[src/rtl/tp_burst_pkg.sv]
package tp_burst_pkg;
  localparam int SEL_W       = 2;
  localparam int NUM_SEL     = 1 << SEL_W;
  localparam int MAX_CYC_LOG = NUM_SEL - 1;
  // halves in the longest burst minus one: 2*2^MAX_CYC_LOG - 1
  localparam int HALVES_W    = MAX_CYC_LOG + 1;

  typedef logic [SEL_W-1:0] sel_t;

  // nearest whole clock count for a duration in ns, never below one
  function automatic int unsigned ns_to_counts(input int unsigned ns,
                                               input int unsigned clk_ps);
    int unsigned r;
    r = (ns * 1000 + clk_ps / 2) / clk_ps;
    return (r == 0) ? 1 : r;
  endfunction

  function automatic int unsigned max4(input int unsigned a, input int unsigned b,
                                       input int unsigned c, input int unsigned d);
    int unsigned m;
    m = a;
    if (b > m) m = b;
    if (c > m) m = c;
    if (d > m) m = d;
    return m;
  endfunction
endpackage

[src/rtl/tp_cfg_decode.sv]
module tp_cfg_decode
  import tp_burst_pkg::*;
#(
  parameter int CNT_W    = 9,
  parameter int CLK_PS   = 5000,
  parameter int HALF0_NS = 125,
  parameter int HALF1_NS = 250,
  parameter int HALF2_NS = 1000,
  parameter int HALF3_NS = 2000
) (
  input  sel_t                half_sel_i,
  input  sel_t                cyc_sel_i,
  output logic [CNT_W-1:0]    hp_last_o,
  output logic [HALVES_W-1:0] halves_last_o
);
  localparam int unsigned HALF_NS [NUM_SEL] = '{HALF0_NS, HALF1_NS, HALF2_NS, HALF3_NS};

  logic [CNT_W-1:0]    hp_tab [NUM_SEL];
  logic [HALVES_W-1:0] hv_tab [NUM_SEL];

  for (genvar g = 0; g < NUM_SEL; g++) begin : g_tab
    assign hp_tab[g] = CNT_W'(ns_to_counts(HALF_NS[g], CLK_PS) - 1);
    assign hv_tab[g] = HALVES_W'((2 << g) - 1);
  end

  assign hp_last_o     = hp_tab[half_sel_i];
  assign halves_last_o = hv_tab[cyc_sel_i];
endmodule

[src/rtl/tp_half_timer.sv]
module tp_half_timer #(
  parameter int CNT_W = 9
) (
  input  logic             clk,
  input  logic             rst,
  input  logic             load_i,
  input  logic [CNT_W-1:0] load_val_i,
  input  logic             run_i,
  output logic             tick_o
);
  logic [CNT_W-1:0] cnt_q;
  logic [CNT_W-1:0] reload_q;

  assign tick_o = run_i && (cnt_q == '0);

  always_ff @(posedge clk) begin
    if (rst) begin
      cnt_q    <= '0;
      reload_q <= '0;
    end else if (load_i) begin
      cnt_q    <= load_val_i;
      reload_q <= load_val_i;
    end else if (run_i) begin
      cnt_q <= (cnt_q == '0) ? reload_q : cnt_q - 1'b1;
    end
  end
endmodule

[src/rtl/tp_half_count.sv]
module tp_half_count #(
  parameter int W = 4
) (
  input  logic         clk,
  input  logic         rst,
  input  logic         load_i,
  input  logic [W-1:0] load_val_i,
  input  logic         step_i,
  output logic         last_o
);
  logic [W-1:0] rem_q;

  assign last_o = (rem_q == '0);

  always_ff @(posedge clk) begin
    if (rst)                          rem_q <= '0;
    else if (load_i)                  rem_q <= load_val_i;
    else if (step_i && rem_q != '0)   rem_q <= rem_q - 1'b1;
  end
endmodule

[src/rtl/tp_burst_gen.sv]
module tp_burst_gen
  import tp_burst_pkg::*;
#(
  parameter int CLK_PS   = 5000,
  parameter int HALF0_NS = 125,
  parameter int HALF1_NS = 250,
  parameter int HALF2_NS = 1000,
  parameter int HALF3_NS = 2000
) (
  input  logic       clk,
  input  logic       rst,
  input  logic       start_i,
  input  logic [1:0] cyc_sel_i,
  input  logic [1:0] half_sel_i,
  output logic       pulse_o,
  output logic       active_o
);
  localparam int unsigned MAX_CNT = max4(ns_to_counts(HALF0_NS, CLK_PS),
                                         ns_to_counts(HALF1_NS, CLK_PS),
                                         ns_to_counts(HALF2_NS, CLK_PS),
                                         ns_to_counts(HALF3_NS, CLK_PS));
  localparam int CNT_W = (MAX_CNT < 2) ? 1 : $clog2(MAX_CNT);

  logic                active_q, pulse_q;
  logic                accept, tick, last;
  logic [CNT_W-1:0]    hp_last;
  logic [HALVES_W-1:0] halves_last;

  assign accept = start_i && !active_q;

  tp_cfg_decode #(
    .CNT_W(CNT_W), .CLK_PS(CLK_PS),
    .HALF0_NS(HALF0_NS), .HALF1_NS(HALF1_NS),
    .HALF2_NS(HALF2_NS), .HALF3_NS(HALF3_NS)
  ) u_dec (
    .half_sel_i   (half_sel_i),
    .cyc_sel_i    (cyc_sel_i),
    .hp_last_o    (hp_last),
    .halves_last_o(halves_last)
  );

  tp_half_timer #(.CNT_W(CNT_W)) u_timer (
    .clk       (clk),
    .rst       (rst),
    .load_i    (accept),
    .load_val_i(hp_last),
    .run_i     (active_q),
    .tick_o    (tick)
  );

  tp_half_count #(.W(HALVES_W)) u_halves (
    .clk       (clk),
    .rst       (rst),
    .load_i    (accept),
    .load_val_i(halves_last),
    .step_i    (tick),
    .last_o    (last)
  );

  always_ff @(posedge clk) begin
    if (rst) begin
      active_q <= 1'b0;
      pulse_q  <= 1'b0;
    end else if (accept) begin
      active_q <= 1'b1;
      pulse_q  <= 1'b1;
    end else if (tick) begin
      if (last) begin
        active_q <= 1'b0;
        pulse_q  <= 1'b0;
      end else begin
        pulse_q <= ~pulse_q;
      end
    end
  end

  assign pulse_o  = pulse_q;
  assign active_o = active_q;
endmodule

[config.mk]
export PLATFORM = sky130hd
export DESIGN_NAME = tp_burst_gen
export DESIGN_NICKNAME = d
export VERILOG_FILES = /design/src/rtl/tp_burst_pkg.sv /design/src/rtl/tp_cfg_decode.sv /design/src/rtl/tp_half_timer.sv /design/src/rtl/tp_half_count.sv /design/src/rtl/tp_burst_gen.sv
export SDC_FILE = /design/constraint.sdc
export NUM_CORES = 1
export LEC_CHECK = 0
export BUFFER_PORTS_ARGS = -buffer_cell sky130_fd_sc_hd__buf_2
export CELL_PAD_IN_SITES_DETAIL_PLACEMENT = 0
export CELL_PAD_IN_SITES_GLOBAL_PLACEMENT = 1
export CORE_MARGIN = 2
export CORE_UTILIZATION = 44
export DETAILED_ROUTE_END_ITERATION = 8
export GPL_TIMING_DRIVEN = 0
export PLACE_DENSITY = 0.88
export SYNTH_ARGS = -nofsm -noshare
export SYNTH_HDL_FRONTEND = slang
export SYNTH_SLANG_ARGS = --single-unit
[constraint.sdc]
create_clock -name clk -period 2.2 [get_ports clk]
set_input_delay 0.11 -clock clk [delete_from_list [all_inputs] [get_ports clk]]
set_output_delay 0.11 -clock clk [all_outputs]
set_load 0.1 [all_outputs]
* Word level (Yosys, flattened, before mapping)
Cells that the tools add are included.
** Operators by class
- $add $sub $neg :: 2
- $lt $le $gt $ge :: 2
- Mux-type cells :: 17
- Bitwise operators :: 3
- Reductions and logical operators :: 12
** Operators by type and width (number)
- $mux 9 :: 5
- $bmux 9 s2 :: 1
- $mux 4 :: 4
- $logic_not 9->1 :: 1
- $sub 9x1->9 const B :: 1
- $bmux 4 s2 :: 1
- $reduce_bool 2->1 :: 4
- $ge 3x3->1 const B :: 2
- $mux 1 :: 6
- $not 2->3 :: 2
- $logic_not 4->1 :: 1
- $reduce_bool 4->1 :: 1
- $sub 4x1->4 const B :: 1
- $logic_and 1x1->1 :: 3
- $reduce_and 2->1 :: 1
- $logic_not 1->1 :: 1
- $not 1->1 :: 1
** Storage, ports and cells
- Register bits after elaboration :: 24
- Input port bits :: 7

* Longest topological paths before layout
Gate-level depths: netlist of run 1.
- Word-level depth :: 5
- Depth in mapped cells :: 6
- Mapped depth without buffers :: 6

* Modules after synthesis
From an unflattened synthesis of run 1, not the netlist that was laid out.
** Second synthesis, totals
- Cells, all modules :: 165
- Area, all modules :: 1396.3 um^2
** By module, submodules not included
- tp_half_timer :: instances 1, cells each 111, area an instance 925.9 um^2, sequential area each 360.3 um^2
- tp_half_count :: instances 1, cells each 29, area an instance 262.8 um^2, sequential area each 80.1 um^2
- tp_cfg_decode :: instances 1, cells each 16, area an instance 120.1 um^2, sequential area each 0.0 um^2
- tp_burst_gen :: instances 1, cells each 9, area an instance 87.6 um^2, sequential area each 40.0 um^2

* Worst setup path after synthesis of run 1
No wires, ideal clock.
- Path type :: register -> register
- Start point :: register active_q, in the netlist active_o
- End point :: register u_halves.rem_q[3]
- Library setup time :: 0.088 ns
- Arrival :: 2.063 ns
- Path slack :: 0.049 ns
- Cell stages (with the launch flop) :: 5
- Period minus slack after synthesis :: 2.151 ns
- Path through :: dfxtp_1 -> inv_1 -> nor4_4 -> a211oi_1 -> nor4_2
** On the way
- Cells in the longest elaborated chain, start to end :: 3
- Elaborated cells on any way between the ends :: 6
- Those cells by class :: mux: 1; reduce/logical: 5
** Ends and longest elaborated chain
- from (decl) :: RTL line tp_burst_gen.sv:24 : logic active_q, pulse_q;
- from (signal assigned) :: RTL line tp_burst_gen.sv:62 : active_q <= 1'b0;
- from (signal assigned) :: RTL line tp_burst_gen.sv:65 : active_q <= 1'b1;
- from (signal assigned) :: RTL line tp_burst_gen.sv:69 : active_q <= 1'b0;
- $logic_not 1->1 or $logic_and 1x1->1 (tied branches) :: RTL line tp_burst_gen.sv:29, tp_half_timer.sv:14
- $logic_and 1x1->1 (on tied branches) :: RTL line tp_burst_gen.sv:29, tp_half_count.sv:18
- $mux 4 or $reduce_bool 2->1 (tied branches)
- to (signal assigned) :: RTL line tp_half_count.sv:17 : else if (load_i) rem_q <= load_val_i;
- to (signal assigned) :: RTL line tp_half_count.sv:18 : else if (step_i && rem_q != '0) rem_q <= rem_q - 1'b1;
- to (decl) :: RTL line tp_half_count.sv:11 : logic [W-1:0] rem_q;
Parallel ways exist; a longest one is shown, timed or not.
A chain may end at the register's enable or synchronous reset.

* Final worst setup path of run 1
- Start point :: register u_timer.cnt_q[0]
- End point :: register u_timer.cnt_q[5]
** On the way
- Cells in the longest elaborated chain, start to end :: 4
- Elaborated cells on any way between the ends :: 5
- Those cells by class :: add/sub: 1; mux: 3; reduce/logical: 1
** Ends and longest elaborated chain
- from (decl) :: RTL line tp_half_timer.sv:11 : logic [CNT_W-1:0] cnt_q;
- from (signal assigned) :: RTL line tp_half_timer.sv:21 : cnt_q <= load_val_i;
- from (signal assigned) :: RTL line tp_half_timer.sv:24 : cnt_q <= (cnt_q == '0) ? reload_q : cnt_q - 1'b1;
- $sub 9x1->9 or $logic_not 9->1 (tied branches) :: RTL line tp_half_timer.sv:24
- $mux 9 * :: RTL line tp_half_timer.sv:24
- $mux 9 * :: RTL line tp_half_timer.sv:23 : end else if (run_i) begin
- $mux 9 * :: RTL line tp_half_timer.sv:20 : end else if (load_i) begin
Every way passes the cells marked *; elsewhere a longest branch is shown, timed or not. The select of a mux whose other input is x is not followed.

==> results.json, run 1 <==
{
  "via_per_inst": 6.316,
  "syn-cell-area_sq_um": 1234,
  "final-max-slew-violation-count": 0,
  "core_sq_um": 2710,
  "cts_resized": 0,
  "critical_path.startpoint_type": "flop",
  "yosys_warnings": 0,
  "path_clk_slew_ns": 0.13,
  "finalCriticalPeriod_ns": 1.999,
  "place_inst": 187,
  "worst_pin_slew_ns": 0.5925,
  "drt_pre_antenna_iters": 4,
  "end_kind": "flop",
  "clockBufferDepth": 2,
  "drc_errors": 0,
  "synth_flop_cell": "dfxtp_1",
  "wl_per_cell_um": 16.29,
  "clkLatencyLatePin_ns": 0.31,
  "port_buffers": 7,
  "grt_util_all_layers_pct": 21.16,
  "routed_wl_um": 3096,
  "grt_max_degree": 12,
  "status": "finished, final reports clean",
  "first_global_vias": 1173,
  "slew_headroom_pct": 60.39,
  "antenna_found_initial": 0,
  "cts_root_buffer": "clkbuf_4",
  "global_route.usage.met1_pct": 27.97,
  "drt_iter0_markers": 32,
  "crit_fanout": 7,
  "cts_htree_levels": 1,
  "vias": 1200,
  "tritoncts": "done",
  "die-area_sq_um": 3243,
  "grt_pass1_wl_um": 5416,
  "netlist_instances": 149,
  "critPathRequiredTime_ns": 2.43,
  "holdBufCountCts": 0,
  "fin_crit_sh_pct": 90.85,
  "fill_cells": 262,
  "synth_edf_count": 0,
  "ant_nets": 0,
  "fmax_mhz": 500.3,
  "overflow": 0,
  "ys_async_sr_fraction_pct": 0,
  "die_w_um": 56.95,
  "fin_nets": 174,
  "grt_use_met2_pct": 33.66,
  "setup_viol": 0,
  "ir_drop_v": 0.0004745,
  "row_count": 19,
  "die_height_um": 56.95,
  "synth_cell_type_count": 38,
  "final.setup_skew_ns": 0.01180,
  "area_delta_synth_final_pct": 7.810,
  "drive_gt1_share_pct": 9.434,
  "hpwl_um": 2294,
  "seq_area_frac_synth_pct": 35.70,
  "ys_ff_latch": 22,
  "gr-max-usage-layer": "met2",
  "gp_congestion": 0.8638,
  "path_class": "flop to flop",
  "rsz0062_at_grt": "no",
  "start_util_pct": 45.52,
  "final_cells": 190,
  "hold_class": "primary input to flop",
  "hold_viol": 0,
  "syn-num-nets": 162,
  "num_antenna_cells": 0,
  "top_level_ports": 9,
  "drv_cap": 0,
  "post_cts_buffers": 0,
  "grt_use_met3_pct": 4.989,
  "timing.setup.tns_ns": 0,
  "crit_arrival_ns": 2.23,
  "clock_sinks": 22,
  "avgSynthCellArea_sq_um": 8.280,
  "cts_buffers": 3,
  "p_leak_nw": 0.4852,
  "power_density_nw_per_um2": 721.2,
  "post-route-util_pct": 49.08,
  "r2r_setup_slack_ns": 0.20
}
==> synthesized netlist by cell type, types with 3 or more instances <==
| master | instances | area share (%) |
|---|---|---|
| dfxtp_1 | 22 | 36 |
| nor2b_1 | 3 | 1.5 |
| a31oi_1 | 5 | 2.5 |
| inv_1 | 11 | 3.3 |
| clkbuf_1 | 6 | 1.8 |
| nand2_1 | 14 | 4.3 |
| o311ai_0 | 3 | 2.1 |
| ha_1 | 6 | 6.1 |
| o211ai_1 | 3 | 1.8 |
| o21ai_0 | 9 | 3.7 |
| nor2_1 | 10 | 3.0 |
| nand3_1 | 3 | 1.2 |
| a211oi_1 | 6 | 3.7 |
| and4_1 | 3 | 2.1 |
| nor3_1 | 4 | 1.6 |
| a21oi_1 | 13 | 5.3 |
| o31ai_1 | 3 | 1.8 |
==> worst max-delay path: stages (launching register included) <==
cell      delay (ns)
dfxtp_1         0.37
inv_1           0.07
ha_1            0.24
nor4b_2         0.54
and4_1          0.30
o221ai_1        0.11
a221oi_1        0.29
==> through the flow <==
stage	setup WS, ns	power (mW)	instance area, sq um	hold slack, ns
6_report	0.2012	0.9593	1330	0.1437
3_3_place_gp	0.1911	0.7723	1308	0.4448
4_1_cts	0.1184	0.9677	1330	0.1446
2_1_floorplan	0.04913	0.7037	1234	0.3214
3_5_place_dp	0.1582	0.7804	1308	0.4490
5_1_grt	0.002399	1.024	1330	0.1716
==> registers in the layout, indices dropped and copies added (netlist names) <==
name	count
active_o	1
u_timer.reload_q	7
u_timer.cnt_q	9
u_halves.rem_q	4
pulse_o	1
==> cells in the final DEF (no fill, tap or decap), types with 2 or more instances in the layout <==
cell      instances
inv_1            11
nand4_1           2
or3_1             2
a21oi_1          13
a31oi_1           5
nand3_1           3
nor3_1            4
dfxtp_1          22
nor2_1           10
o21ai_0           9
clkbuf_1          6
o31ai_1           3
mux2i_1           2
and4_1            3
o211ai_1          3
clkbuf_4          3
a211oi_1          6
ha_1              6
o311ai_0          3
or4_1             2
nor2b_1           3
nand2_1          14
buf_2             7
==> power breakdown <==
group | internal, mW | total [mW] | switching [mW]
logic | 0.106 | 0.297 | 0.192
clock network | 0.0640 | 0.185 | 0.121
registers | 0.436 | 0.477 | 0.0410
total | 0.605 | 0.959 | 0.354
==> final timing paths <==
path / from / endpoint / depth (start not counted)
setup / recovery: u_timer.cnt_q[0] / u_timer.cnt_q[5] / 6
setup reg to reg: u_timer.cnt_q[0] / u_timer.cnt_q[5] / 6
hold / removal: half_sel_i[1] / u_timer.reload_q[4] / 4
hold reg to reg: u_timer.reload_q[6] / u_timer.reload_q[6] / 2
==> layer usage <==
layer / wire length [um] / up-vias
li1: - / 581
met1: 1346 / 577
met2: 1480 / 36
met3: 216 / 6
met4: 53 / 0
met5: 0 / -
==> cells by family (layout without fill, tap and decap cells) <==
family	count (synthesis)	count (layout)	share of synthesized area (%)
compound gates	49	49	25.76
xor+xnor	1	1	0.7101
fa+ha+maj	6	6	6.085
buf+inv	18	28	5.476
flops	22	22	35.70
mux	3	3	2.535
simple gates	50	50	23.73
==> area by class of cell <==
type                            count  area [sq um]  area share (%)
Buffer                              7         26.28           1.976
Clock buffer                        3         22.52           1.693
Inverter                           11         41.29           3.104
Multi-Input combinational cell    109         725.7           54.56
Sequential cell                    22         440.4           33.11
Tap cell                           31         38.79           2.916
Timing Repair Buffer                7         35.03           2.634
Note: power is estimated with default switching activity, not from simulation.
==> run 2: changes to the inputs <==
CORE_UTILIZATION = 40   (was 44)
GPL_TIMING_DRIVEN = default   (was 0)
PLACE_DENSITY = 0.85   (was 0.88)
clock period = 1.7 ns   (was 2.2 ns; I/O delays follow)
==> run 2 against run 1 <==
Effect of this change:
- the flow now finishes with violations (setup timing)
- non-clock buffer count up 22
- total power up 55%
- wire length increased by 7.6%
- global-route usage is 0.17 points higher
- via count is 5.5% higher
- worst setup slack lost 0.25 ns
- clock power rose by 63%
- clock skew fell by 0.0070 ns
- first-iteration DRC count fell by 6.3%
- count of clock-buffer cells in the layout increased by 1
- largest cell class unchanged
- highest routed layer unchanged
==> results.json, run 2 (synthesis results as in run 1) <==
{
  "status": "complete, but fails checks",
  "violations": "setup timing",
  "mostFrequentLayoutCell": "buf_4",
  "reg.largest.list": "u_timer.cnt_q x9, u_timer.reload_q x7, u_halves.rem_q x4",
  "start_util_pct": 41.08,
  "power_density_nw_per_um2": 931.4,
  "r2r_end": "u_halves.rem_q[1]",
  "slew_headroom_pct": 67.32,
  "die_height_um": 59.54,
  "die_w_um": 59.54,
  "hpwl_um": 2366,
  "crit_slowest_cell": "or4b_4",
  "clock_sinks": 22,
  "core_sq_um": 3003,
  "crit_fanout": 4,
  "hold_class": "primary input to flop",
  "cp_top_family": "simple AND/OR/NAND/NOR gates",
  "r2r_setup_slack_ns": -0.05,
  "cts_htree_levels": 1,
  "crit_path_end": "u_halves.rem_q[1]",
  "top_register": "u_timer.cnt_q",
  "path_class": "flop to flop",
  "setup_viol": 5,
  "drive_gt1_share_pct": 31.32,
  "first_global_vias": 1233,
  "crit_buf_inv": 2,
  "finalCriticalPeriod_ns": 1.746,
  "area_delta_synth_final_pct": 29.01,
  "grt_pass1_wl_um": 5754,
  "placed_area_sq_um": 1478,
  "num_antenna_cells": 0,
  "final_cells": 215,
  "hold_viol": 0,
  "fin_ws_ns": -0.04576,
  "drt_iter0_markers": 30,
  "fill_cells": 284,
  "holdBufCountCts": 0,
  "rsz0062_at_grt": "yes",
  "gp_congestion": 0.9210,
  "path_clk_slew_ns": 0.13,
  "fmax_mhz": 572.8,
  "clockBufferDepth": 2,
  "rr_worst_depth": 7,
  "antenna_found_initial": 0,
  "critical_path.startpoint_type": "flop",
  "r2r_start": "u_timer.cnt_q[1]",
  "drv_cap": 0,
  "wl_per_cell_um": 15.49,
  "via_per_inst": 5.888,
  "hold_depth": 4,
  "top_level_ports": 9,
  "port_buffers": 8,
  "ir_drop_v": 0.0004929,
  "final.setup_skew_ns": 0.004815,
  "cts_buffers": 3,
  "worst_pin_slew_ns": 0.4891,
  "place_inst": 205,
  "drt_pre_antenna_iters": 4,
  "path_depth": 7,
  "crit_arrival_ns": 2.02,
  "fin_crit_sh_pct": 102.7,
  "critPathRequiredTime_ns": 1.97,
  "grt_max_degree": 19,
  "p_leak_nw": 0.6389,
  "overflow": 0,
  "fin_area_sq_um": 1592,
  "path_cells": "inv_2, ha_4, or4b_4, nor4_4, buf_4, mux2i_1, a31o_1",
  "end_kind": "flop",
  "critical_path.startpoint": "u_timer.cnt_q[1]",
  "slowest_delay_ns": 0.49,
  "largest_reg_flops": 9,
  "clkLatencyLatePin_ns": 0.32,
  "ant_nets": 0,
  "grt_util_all_layers_pct": 21.33,
  "tritoncts": "done",
  "post-place-ws_ns": -0.08111,
  "final-max-slew-violation-count": 0,
  "fin_nets": 196,
  "vias": 1266,
  "layout_common_cells": "buf_4 (27), dfxtp_1 (19), nand2_1 (14), a21oi_1 (13), nor2_1 (10)",
  "cts_root_buffer": "clkbuf_4",
  "routed_wl_um": 3331,
  "die-area_sq_um": 3544,
  "row_count": 20,
  "drc_errors": 0
}
run 2: cell types whose count changed in the layout (fill, tap and decap cells not counted), sizes merged:
cell | previous run | this run
clkbuf | 9 | 4
buf | 8 | 36
run 2: per-layer routing:
metal / GRT usage (%) / part of all wire [%] / wire length (um) / up-vias
met1: 26.58 / 45 / 1495 / 602
met2: 35.48 / 48 / 1588 / 34
li1: - / - / - / 623
met4: 9.524 / 2.0 / 67 / 0
met3: 4.148 / 5.4 / 180 / 7
met5: 0 / 0 / 0 / -
run 2: timing repair:
| item | 4_1_cts | 5_1_grt |
|---|---|---|
| resized for setup | 3 | 7 |
| setup buffers | 3 | 3 |
| pin swaps | 1 | 9 |
| setup endpoints to repair | 8 | 10 |
run 2: area by class of cell:
cell class / count / area [sq um] / share of cell area [%]
tap: 33 / 41.29 / 2.594
sequential: 22 / 446.7 / 28.07
multi-input combinational: 109 / 772.0 / 48.51
inverter: 11 / 41.29 / 2.594
timing repair buffer: 36 / 254.0 / 15.96
clock buffer: 4 / 36.28 / 2.280
run 2: worst min-delay path: cells and delay by family:
kind / cells / cell delay, ns
buf+inv: 1 / 0.11
compound gates: 1 / 0.11
simple gates: 2 / 0.09
run 2: through the flow:
stage | hold WS (ns) | TNS, ns | power, mW | util, %
6_report | 0.1055 | -0.1036 | 1.482 | 53.00
2_1_floorplan | 0.2964 | 0 | 0.9227 | -
5_1_grt | 0.1742 | -0.7677 | 1.564 | 53.00
4_1_cts | 0.1123 | -0.03347 | 1.435 | 51.67
3_3_place_gp | 0.4333 | -0.1621 | 1.104 | 49.21
3_5_place_dp | 0.4524 | -0.2236 | 1.115 | 49.21
run 2: how the worst min path moves through the flow:
stage                                   start             endpoint  slack [ns]
after floorplan                  cyc_sel_i[1]    u_halves.rem_q[3]        0.30
after global placement           cyc_sel_i[0]    u_halves.rem_q[3]        0.43
after detailed placement  u_timer.reload_q[5]  u_timer.reload_q[5]        0.45
after CTS                       half_sel_i[1]  u_timer.reload_q[4]        0.11
after global routing                      rst  u_timer.reload_q[4]        0.17
final                           half_sel_i[1]  u_timer.reload_q[4]        0.11
run 2: where the power goes:
part | switching [mW] | total (mW) | internal [mW]
clock network | 0.169 | 0.301 | 0.131
logic | 0.307 | 0.573 | 0.266
registers | 0.0436 | 0.609 | 0.565
total | 0.520 | 1.48 | 0.962
==> run 3: changes to the inputs <==
ABC_CLOCK_PERIOD_IN_PS = 1700   (was default)
BUFFER_PORTS_ARGS = -buffer_cell sky130_fd_sc_hd__clkbuf_2   (was -buffer_cell sky130_fd_sc_hd__buf_2)
==> run 3 against run 2 <==
Effect of this change:
- the flow still finishes with violations (setup timing)
- combinational power decreased by 3.7%
- non-clock buffer count decreased by 3
- clock skew decreased by 0.0017 ns
- final area decreased by 0.24%
- cell count decreased by 1.4%
- core utilization fell by 0.12 points
- via count decreased by 1.2%
- fmax decreased by 1.6%
- worst hold slack gained 0.0061 ns
- clock power is 16% lower
- global-route usage shrank 1.2 points
- largest power group unchanged
- highest routed layer unchanged
==> results.json, run 3 (synthesis results as in run 1) <==
{
  "status": "complete, but fails checks",
  "violations": "setup timing",
  "first_global_vias": 1155,
  "holdBufCountCts": 0,
  "cts_buffers": 3,
  "multi_input_area_sq_um": 804.5,
  "wl_per_cell_um": 16.38,
  "reg.largest.list": "u_timer.cnt_q x9, u_timer.reload_q x7, u_halves.rem_q x4",
  "antenna_found_initial": 0,
  "placed_area_sq_um": 1478,
  "vias": 1251,
  "fin_area_sq_um": 1588,
  "finalCriticalPeriod_ns": 1.775,
  "switchingPower_uw": 518.8,
  "overflow": 0,
  "die-area_sq_um": 3544,
  "fill_cells": 282,
  "drt_pre_antenna_iters": 5,
  "fin_nets": 193,
  "critPathRequiredTime_ns": 1.97,
  "top_register": "u_timer.cnt_q",
  "port_buffers": 8,
  "row_count": 20,
  "worst_pin_slew_ns": 0.5433,
  "fin_hold_ws_ns": 0.1116,
  "drc_errors": 0,
  "crit_fanout": 4,
  "slew_headroom_pct": 63.93,
  "gp_congestion": 0.8839,
  "grt_pass1_wl_um": 5319,
  "crit_arrival_ns": 2.04,
  "drt_iter0_markers": 46,
  "fin_crit_sh_pct": 104.4,
  "grt_max_degree": 24,
  "die_height_um": 59.54,
  "power_density_nw_per_um2": 898.1,
  "drive_gt1_share_pct": 31.28,
  "rsz0062_at_grt": "yes",
  "largest_reg_flops": 9,
  "final-max-slew-violation-count": 0,
  "num_antenna_cells": 0,
  "ir_drop_v": 0.0005651,
  "fmax_mhz": 563.4,
  "p_int_uw": 907.2,
  "drv_cap": 0,
  "hold_class": "primary input to flop",
  "power.share.switching_pct": 36.38,
  "routed_wl_um": 3472,
  "start_util_pct": 41.08,
  "clockBufferDepth": 2,
  "regArea_sq_um": 446.7,
  "p_leak_nw": 0.6290,
  "critical_path.startpoint_type": "flop",
  "mostFrequentLayoutCell": "buf_4",
  "final.setup_skew_ns": 0.003147,
  "power.share.clock_pct": 17.8,
  "clock_sinks": 22,
  "place_inst": 205,
  "die_w_um": 59.54,
  "layout_common_cells": "buf_4 (25), dfxtp_1 (19), nand2_1 (14), a21oi_1 (13)",
  "finalPower_mw": 1.426,
  "end_kind": "flop",
  "hold_viol": 0,
  "post-place-ws_ns": -0.05766,
  "path_clk_slew_ns": 0.12,
  "hpwl_um": 2418,
  "final_cells": 212,
  "clkLatencyLatePin_ns": 0.31,
  "grt_util_all_layers_pct": 20.10,
  "ant_nets": 0,
  "fin_ws_ns": -0.07492,
  "via_per_inst": 5.901,
  "p_seq_share_pct": 43.4,
  "cts_htree_levels": 1,
  "comb_power_share_pct": 38.7,
  "tritoncts": "done",
  "cts_root_buffer": "clkbuf_4",
  "area_delta_synth_final_pct": 28.70,
  "top_level_ports": 9,
  "setup_viol": 3,
  "core_sq_um": 3003,
  "path_class": "flop to flop"
}
==> run 3: cell count changes in the layout (fill, tap and decap cells not counted), moves of 2 or more <==
cell / change
and4_4: +2
buf_2: -8
and4_1: -2
buf_4: -2
o21ai_1: -2
clkbuf_2: +8
o21ai_0: +3
==> run 3: layer usage <==
metal  wire length (um)  vias up  global-route usage (%)
li1                   -      621                       -
met1               1533      582                   25.87
met2               1736       42                   33.75
met3                151        6                   2.620
met4                 51        0                   8.254
met5                  0        -                       0
==> run 3: final cells by class <==
cell class                      count  area share [%]
Tap cell                           33           2.600
Inverter                           11           2.600
Multi-Input combinational cell    109           50.67
Sequential cell                    22           28.13
Clock buffer                        4           1.655
Timing Repair Buffer               33           14.34
==> run 3: worst paths after layout <==
| kind | start | endpoint | slack [ns] | cells past startpoint |
|---|---|---|---|---|
| max | u_timer.cnt_q[1] | u_halves.rem_q[1] | -0.07 | 7 |
| min reg2reg | u_timer.reload_q[5] | u_timer.reload_q[5] | 0.47 | 2 |
| max reg2reg | u_timer.cnt_q[1] | u_halves.rem_q[1] | -0.07 | 7 |
| min | half_sel_i[1] | u_timer.reload_q[4] | 0.11 | 4 |
==> run 3: power by group through the flow <==
stage | combinational (mW) | clock, mW | sequential (mW)
after floorplan | 0.270 | 0 | 0.652
after global placement | 0.480 | 0 | 0.622
after detailed placement | 0.490 | 0 | 0.624
after CTS | 0.514 | 0.266 | 0.615
after global routing | 0.592 | 0.284 | 0.625
final | 0.552 | 0.254 | 0.619
==> run 3: critical path, stage by stage (launching register included) <==
cell and delay (ns):
dfxtp_2 0.35, inv_2 0.06, ha_4 0.12, or4b_4 0.51, nor4_4 0.18, buf_4 0.18
mux2i_1 0.18, a31o_1 0.14
==> run 3: per-stage QoR <==
stage / utilization, % / TNS, ns
finish: 52.88 / -0.1008
global route: 52.88 / -0.4981
CTS: 51.25 / -0.09979
detailed placement: 49.21 / -0.2272
global placement: 49.21 / -0.01915
floorplan: - / 0
==> run 3: repair_timing <==
action	CTS	global route
gates resized for setup	4	8
setup endpoints to repair	8	11
pin swaps	3	5
buffers inserted	2	1
